===== config.mk =====
export PLATFORM = sky130hd
export DESIGN_NAME = ld_top
export DESIGN_NICKNAME = d
export VERILOG_FILES = /design/src/rtl/ld_pkg.sv /design/src/rtl/ld_cfg_regs.sv /design/src/rtl/ld_channel.sv /design/src/rtl/ld_port.sv /design/src/rtl/ld_top.sv
export SDC_FILE = /design/constraint.sdc
export NUM_CORES = 1
export LEC_CHECK = 0
export BUFFER_PORTS_ARGS = -buffer_cell sky130_fd_sc_hd__buf_2
export CORE_MARGIN = 5
export CORE_UTILIZATION = 63
export CTS_BUF_LIST = sky130_fd_sc_hd__clkbuf_4
export CTS_CLUSTER_SIZE = 25
export DETAILED_ROUTE_END_ITERATION = 8
export GPL_TIMING_DRIVEN = 0
export PLACE_DENSITY = 0.79
export SLEW_MARGIN = 20
export SYNTH_ARGS = -nofsm -noshare
export SYNTH_HDL_FRONTEND = slang
export SYNTH_HIERARCHICAL = 1
export SYNTH_SLANG_ARGS = --single-unit

===== constraint.sdc =====
create_clock -name clk -period 3.8 [get_ports clk]
set_clock_uncertainty 0.05 [all_clocks]
set_input_delay 0.57 -clock clk [delete_from_list [all_inputs] [get_ports clk]]
set_output_delay 0.57 -clock clk [all_outputs]
set_load 0.005 [all_outputs]

===== src/rtl/ld_pkg.sv =====
package ld_pkg;
  parameter int THR_W      = 10;
  parameter int DWELL_W    = 20;
  parameter int NPORTS     = 2;
  parameter int NCH        = 2;
  parameter int REGS_PER_P = 4;
  localparam int ADDR_W    = $clog2(NPORTS * REGS_PER_P);
  localparam int POL_BIT   = 4;
  localparam int MODE_BIT  = 3;

  typedef struct packed {
    logic [THR_W-1:0]   lo_thr;
    logic [THR_W-1:0]   hi_thr;
    logic [DWELL_W-1:0] dwell;
    logic               inv_pol;
    logic               ilv;
  } ld_port_cfg_t;
endpackage


===== src/rtl/ld_cfg_regs.sv =====
module ld_cfg_regs
  import ld_pkg::*;
(
  input  logic               clk,
  input  logic               rst_n,
  input  logic               acc_en,
  input  logic               wr_en,
  input  logic               wr_sel,
  input  logic [DWELL_W-1:0] wr_data,
  output ld_port_cfg_t       cfg [NPORTS]
);
  logic [ADDR_W-1:0] addr_q;
  ld_port_cfg_t      cfg_q [NPORTS];
  logic              wr_ok;

  assign wr_ok = acc_en && wr_en;

  always_ff @(posedge clk) begin
    if (!rst_n) begin
      addr_q <= '0;
    end else if (wr_ok && !wr_sel) begin
      addr_q <= wr_data[ADDR_W-1:0];
    end
  end

  for (genvar p = 0; p < NPORTS; p++) begin : g_port
    logic sel_port;
    assign sel_port = (int'(addr_q[ADDR_W-1:2]) == p);

    always_ff @(posedge clk) begin
      if (!rst_n) begin
        cfg_q[p] <= '0;
      end else if (wr_ok && wr_sel && sel_port) begin
        case (addr_q[1:0])
          2'd0: cfg_q[p].lo_thr <= wr_data[THR_W-1:0];
          2'd1: cfg_q[p].hi_thr <= wr_data[THR_W-1:0];
          2'd2: cfg_q[p].dwell  <= wr_data;
          default: begin
            cfg_q[p].inv_pol <= wr_data[POL_BIT];
            cfg_q[p].ilv     <= wr_data[MODE_BIT];
          end
        endcase
      end
    end
    assign cfg[p] = cfg_q[p];
  end
endmodule


===== src/rtl/ld_channel.sv =====
module ld_channel
  import ld_pkg::*;
(
  input  logic               clk,
  input  logic               rst_n,
  input  logic               smp_en,
  input  logic [THR_W-1:0]   level,
  input  logic [THR_W-1:0]   lo_thr,
  input  logic [THR_W-1:0]   hi_thr,
  input  logic [DWELL_W-1:0] dwell,
  output logic               active
);
  logic               act_q;
  logic [DWELL_W-1:0] cnt_q;
  logic               hit_hi;
  logic               at_lo;

  assign hit_hi = (level >= hi_thr);
  assign at_lo  = (level <= lo_thr);

  always_ff @(posedge clk) begin
    if (!rst_n) begin
      act_q <= 1'b0;
      cnt_q <= '0;
    end else if (dwell == '0) begin
      act_q <= 1'b0;
      cnt_q <= '0;
    end else if (smp_en) begin
      if (hit_hi) begin
        act_q <= 1'b1;
        cnt_q <= dwell;
      end else if (act_q) begin
        if (at_lo) begin
          if (cnt_q <= DWELL_W'(1)) begin
            act_q <= 1'b0;
            cnt_q <= '0;
          end else begin
            cnt_q <= cnt_q - DWELL_W'(1);
          end
        end else begin
          cnt_q <= dwell;
        end
      end
    end
  end

  assign active = act_q;
endmodule


===== src/rtl/ld_port.sv =====
module ld_port
  import ld_pkg::*;
(
  input  logic             clk,
  input  logic             rst_n,
  input  logic             s_valid,
  input  logic [THR_W-1:0] s_level,
  input  ld_port_cfg_t     cfg,
  output logic [NCH-1:0]   ind
);
  logic           phase_q;
  logic [NCH-1:0] ch_en;
  logic [NCH-1:0] ch_act;

  always_ff @(posedge clk) begin
    if (!rst_n || !cfg.ilv) begin
      phase_q <= 1'b0;
    end else if (s_valid) begin
      phase_q <= ~phase_q;
    end
  end

  assign ch_en[0] = s_valid && (!cfg.ilv || !phase_q);
  assign ch_en[1] = s_valid && cfg.ilv && phase_q;

  for (genvar c = 0; c < NCH; c++) begin : g_ch
    ld_channel u_ch (
      .clk    (clk),
      .rst_n  (rst_n),
      .smp_en (ch_en[c]),
      .level  (s_level),
      .lo_thr (cfg.lo_thr),
      .hi_thr (cfg.hi_thr),
      .dwell  (cfg.dwell),
      .active (ch_act[c])
    );
  end

  assign ind[0] = cfg.inv_pol ^ ch_act[0];
  assign ind[1] = cfg.ilv ? (cfg.inv_pol ^ ch_act[1]) : ~(cfg.inv_pol ^ ch_act[0]);
endmodule


===== src/rtl/ld_top.sv =====
module ld_top
  import ld_pkg::*;
#(
  parameter int DATA_W = 16
) (
  input  logic               clk,
  input  logic               rst_n,
  input  logic               cfg_en,
  input  logic               cfg_we,
  input  logic               cfg_sel,
  input  logic [DWELL_W-1:0] cfg_wdata,
  input  logic               a_valid,
  input  logic [DATA_W-1:0]  a_data,
  output logic               a_ready,
  input  logic               b_valid,
  input  logic [DATA_W-1:0]  b_data,
  output logic               b_ready,
  output logic [NCH-1:0]     ind_a,
  output logic [NCH-1:0]     ind_b
);
  localparam int LSB_W = DATA_W - THR_W;

  ld_port_cfg_t     cfg_q [NPORTS];
  logic [NPORTS-1:0] p_valid;
  logic [THR_W-1:0]  p_level [NPORTS];
  logic [NCH-1:0]    p_ind [NPORTS];
  logic              unused_lsbs;

  assign p_valid    = {b_valid, a_valid};
  assign p_level[0] = a_data[DATA_W-1 -: THR_W];
  assign p_level[1] = b_data[DATA_W-1 -: THR_W];
  assign unused_lsbs = ^{a_data[LSB_W-1:0], b_data[LSB_W-1:0]};

  ld_cfg_regs u_cfg (
    .clk     (clk),
    .rst_n   (rst_n),
    .acc_en  (cfg_en),
    .wr_en   (cfg_we),
    .wr_sel  (cfg_sel),
    .wr_data (cfg_wdata),
    .cfg     (cfg_q)
  );

  for (genvar p = 0; p < NPORTS; p++) begin : g_port
    ld_port u_port (
      .clk     (clk),
      .rst_n   (rst_n),
      .s_valid (p_valid[p]),
      .s_level (p_level[p]),
      .cfg     (cfg_q[p]),
      .ind     (p_ind[p])
    );
  end

  assign a_ready = 1'b1;
  assign b_ready = 1'b1;
  assign ind_a   = p_ind[0];
  assign ind_b   = p_ind[1];
endmodule


## Word-level counts from Yosys, hierarchy flattened

Memories as Yosys holds them, arrays and structs flattened.
Index checks and enable logic that the tools add are counted.

- Memories kept: 1
- Register bits: 89
- RAM bits: 84
- Word-level logic and storage cells: 154

- Reductions and logical operators: 35
- Mux-type cells: 73
- Bitwise operators: 20
- Eq/ne operators: 2
- Magnitude comparators: 8
- $add $sub $neg: 4

Memory list:

| name | depth | width | rd ports | clocked after memory_dff | wr ports | RTL line | RTL |
|---|---|---|---|---|---|---|---|
| u_cfg.cfg_q | 2 | 42 | 2 | 0 | 2 | ld_cfg_regs.sv:13 | `ld_port_cfg_t cfg_q [NPORTS];` |

Operators with widths:

| cell | count |
|---|---|
| $mux 20 | 18 |
| $le 20x1->1 const B | 4 |
| $sub 20x1->20 const B | 4 |
| $mux 1 | 51 |
| $logic_not 20->1 | 2 |
| $mux 10 | 4 |
| $ge 10x10->1 | 2 |
| $le 10x10->1 | 2 |
| $logic_and 1x1->1 | 11 |
| $or 1x1->1 | 10 |
| $reduce_and 2->1 | 4 |
| $reduce_bool 2->1 | 4 |
| $logic_not 1->1 | 6 |
| $not 1->1 | 6 |
| $logic_or 1x1->1 | 4 |
| $reduce_or 2->1 | 2 |
| $xor 1x1->1 | 4 |
| $reduce_or 3->1 | 1 |
| $eq 2x1->1 const B | 1 |
| $eq 2x2->1 const B | 1 |
| $logic_not 2->1 | 1 |

## Longest topological paths before layout

- Word-level depth: 7
- Depth in mapped cells: 11
- Mapped depth without buffers: 9

## By module

The synthesis kept the hierarchy.

By module, submodules not included:

| module | instances | sequential area each (um2) | cells an instance | area an instance (um2) |
|---|---|---|---|---|
| ld_channel at g_port[0].u_port.g_ch[0].u_ch ... | 3 | 420.4 | 258 | 1888.1 |
| ld_cfg_regs | 1 | 2582.5 | 251 | 3513.4 |
| ld_channel at g_port[1].u_port.g_ch[1].u_ch | 1 | 420.4 | 262 | 1996.9 |
| ld_port | 2 | 20.0 | 9 | 77.6 |
| ld_top | 1 | 0.0 | 3 | 18.8 |

## Least setup slack after synthesis

No wires, ideal clock.

- Path kind: input to register
- Start point: input port cfg_sel
- End point: memory u_cfg/cfg_q[1][10] in the netlist's numbering (enable)
- Path slack: 1052 ps
- Library setup time: 425 ps
- Cell stages on the path: 2
- Arrival time: 2274 ps
- Path through: nand4b_4 o21ai_0

RTL lines:

| item | RTL line | RTL |
|---|---|---|
| from (decl) | ld_top.sv:10 | `input logic cfg_sel,` |
| to (decl) | ld_cfg_regs.sv:13 |  |

==> results_dict.tcl <==
set metrics [dict create \
    initial_core_util 0.636 \
    row_count 49 \
    design_power_total_mw 4.25 \
    dieHeight_um 144 \
    status "completed" \
    dp.cells 1590 \
    period_minus_slack_ns 3.08 \
    hold_buffers 0 \
    hpwl_mm 23.4 \
    synth_cells 1308 \
    antenna_found_initial 1 \
    finalCritPeriodShare 0.810 \
    worstHoldStart "cfg_wdata[2]" \
    overflow 0 \
    netlist_top_cells_count "nor3_1 (126), nor2_1 (117), inv_1 (96), dfxtp_1 (89), ha_1 (88)" \
    h-tree-depth 4 \
    critPathArrivalTime_ns 3.49 \
    yosysMostFrequentCell "nor3_1" \
    max-cap-violations 0 \
    viasPerCell 6.55 \
    grt_max_degree 18 \
    synthAdderAreaFrac 0.0970 \
    peakVddDrop_v 0.000268 \
    cts_buffers 17 \
    dr.pass1.iters 8 \
    cp-startpoint "u_cfg/cfg_q[0][22]" \
    worstReg2RegStart "u_cfg/cfg_q[0][22]" \
    fmax_mhz 325 \
    ys_warn_count 6 \
    slew-limit-headroom 0.323 \
    synthesis.area_mm2 0.0113 \
    grt_pass1_wl_mm 50.1 \
    ys_async_sr_fraction 0 \
    hold_path_class "input pin to register" \
    synth-compound-area-share 0.180 \
    grt_setup_unrepaired "false" \
    die_w_um 144 \
    clk_pin_slew_ns 0.13 \
    worstMarginPinSlew_ns 1.01 \
    crit_type "register to register" \
    layout_setup_ws_ns 0.722 \
    io_buffers 50 \
    num-fill-cells 1512 \
    wire_per_inst_um 19.1 \
    ios 65 \
    worstSetupStartpointType "register" \
    final_area_mm2 0.0122 \
    first_iter_violations 1033 \
    syn2layout_area_growth_pct 7.42 \
    path_max_fanout 10 \
    fin_hold_ws_ns 0.238 \
    setup_tns_ns 0 \
    ys_seq_area_frac 0.379 \
    fin_util 0.683 \
    synth_top_cell_by_area "edfxtp_1" \
    synth_cell_types 71 \
    cts_tree "built" \
    p_leak_nw 4.72 \
    ys_ff_latch 173 \
    syn_avg_cell_area_um2 8.68 \
    pre_cts_ws_ns 0.398 \
    drive_gt1_frac 0.105 \
    grt_pass1_vias 9903 \
    vias 10600 \
    groute.usage.overall 0.303 \
    synth-xor-area-share 0.0139 \
    synth_top_cell_area_share 0.222 \
    synth_edf_count 84 \
    synth_top_family_by_area "simple AND/OR/NAND/NOR gates" \
    cts-root-buf "clkbuf_4" \
    gp_congestion 1.01 \
    worst_setup_path_end_kind "register" \
    hold_viol_final 0 \
    synth_ff_type "dfxtp_1" \
    postCtsSetupBuffers 0 \
    yosys-mux-area-fraction 0.0256 \
    critPathRequiredTime_ns 4.21 \
    slew_viol_final 0 \
    placed_area_mm2 0.0119 \
    ant_nets 0 \
    fin_nets 1527 \
    setup_viol 0 \
    clk_latency_ns 0.58 \
    route.detailed.drc 0 \
    layoutNonFillerInstCount 1623 \
    numClockSinks 173 \
    dieArea_mm2 0.0208 \
    core_mm2 0.0178 \
    power.density_mw_per_mm2 348 \
    cts_max_path_buffers 2 \
    ys_top_cells_by_area "edfxtp_1 (22%), dfxtp_1 (16%), ha_1 (9.7%)" \
    synthSimpleGateAreaFrac 0.240 \
    wirelength_mm 31.1 \
    cts_resized 0 \
]
## worst max-delay path: stages, from the launching register on
cell	delay, ns
edfxtp_1	0.42
ha_1	0.28
nand2b_1	0.14
a211oi_1	0.26
o21ai_1	0.16
a21o_1	0.24
nor2_1	0.58
clkbuf_1	0.50
mux2i_1	0.25
o21ai_1	0.07
## power breakdown
| part | switching [mW] | internal [mW] |
|---|---|---|
| logic | 0.671 | 0.402 |
| registers | 0.105 | 2.04 |
| clock network | 0.625 | 0.407 |
## per-layer routing
metal,share of wire,track usage,vias up
met4,0.034,0.114,0
met3,0.10,0.0744,84
li1,-,-,5048
met2,0.46,0.477,543
met5,0,0,-
met1,0.41,0.407,4960
## flip-flops by register name (all words and copies together), names as in the netlist
register and flops:
g_port.u_port/g_ch.u_ch/cnt_q 80, g_port.u_port/phase_q 2, g_port.u_port/g_ch.u_ch/active 4, u_cfg/cfg_q 84, u_cfg/addr_q 3
## path summary, 6_finish.rpt
kind | to | cells after the start | slack [ns]
setup / recovery | g_port[0].u_port/g_ch[0].u_ch/cnt_q[2] | 9 | 0.72
hold / removal | u_cfg/addr_q[2] | 3 | 0.24
setup reg to reg | g_port[0].u_port/g_ch[0].u_ch/cnt_q[2] | 9 | 0.72
hold reg to reg | g_port[0].u_port/g_ch[1].u_ch/cnt_q[16] | 2 | 0.43
## final cells by class
| cell class | count | area [µm²] | share of cell area |
|---|---|---|---|
| tap | 229 | 287 | 0.0235 |
| clock inverter | 11 | 101 | 0.00831 |
| timing repair buffer | 52 | 273 | 0.0224 |
| clock buffer | 21 | 158 | 0.0129 |
| buffer | 71 | 355 | 0.0291 |
| sequential | 173 | 4300 | 0.353 |
| multi-input combinational | 968 | 6350 | 0.521 |
| antenna | 1 | 2.50 | 0.000205 |
| inverter | 97 | 364 | 0.0299 |
## kinds of logic after synthesis
group | after synthesis
compound gates | 308
xor+xnor | 18
fa+ha+maj | 88
buf+inv | 168
flops | 173
mux | 29
other cells | 1
simple gates | 523
## placed cells by master (no fill, tap or decap), drive strengths merged, types with 6 or more instances in the layout
| cell type | instances |
|---|---|
| a2111oi | 18 |
| a211oi | 11 |
| a21boi | 9 |
| a21o | 10 |
| a21oi | 68 |
| a221o | 9 |
| a31oi | 22 |
| and3 | 14 |
| buf | 86 |
| clkbuf | 58 |
| clkinv | 6 |
| dfxtp | 89 |
| edfxtp | 84 |
| ha | 88 |
| inv | 99 |
| mux2i | 29 |
| nand2 | 85 |
| nand2b | 13 |
| nand3 | 46 |
| nand3b | 11 |
| nand4 | 10 |
| nor2 | 117 |
| nor3 | 130 |
| nor4 | 52 |
| o211ai | 9 |
| o21a | 10 |
| o21ai | 68 |
| o22ai | 28 |
| o311a | 6 |
| o31ai | 12 |
| or2 | 6 |
| or3 | 13 |
| or4 | 10 |
| xnor2 | 14 |
(Power assumes the default switching activity.)
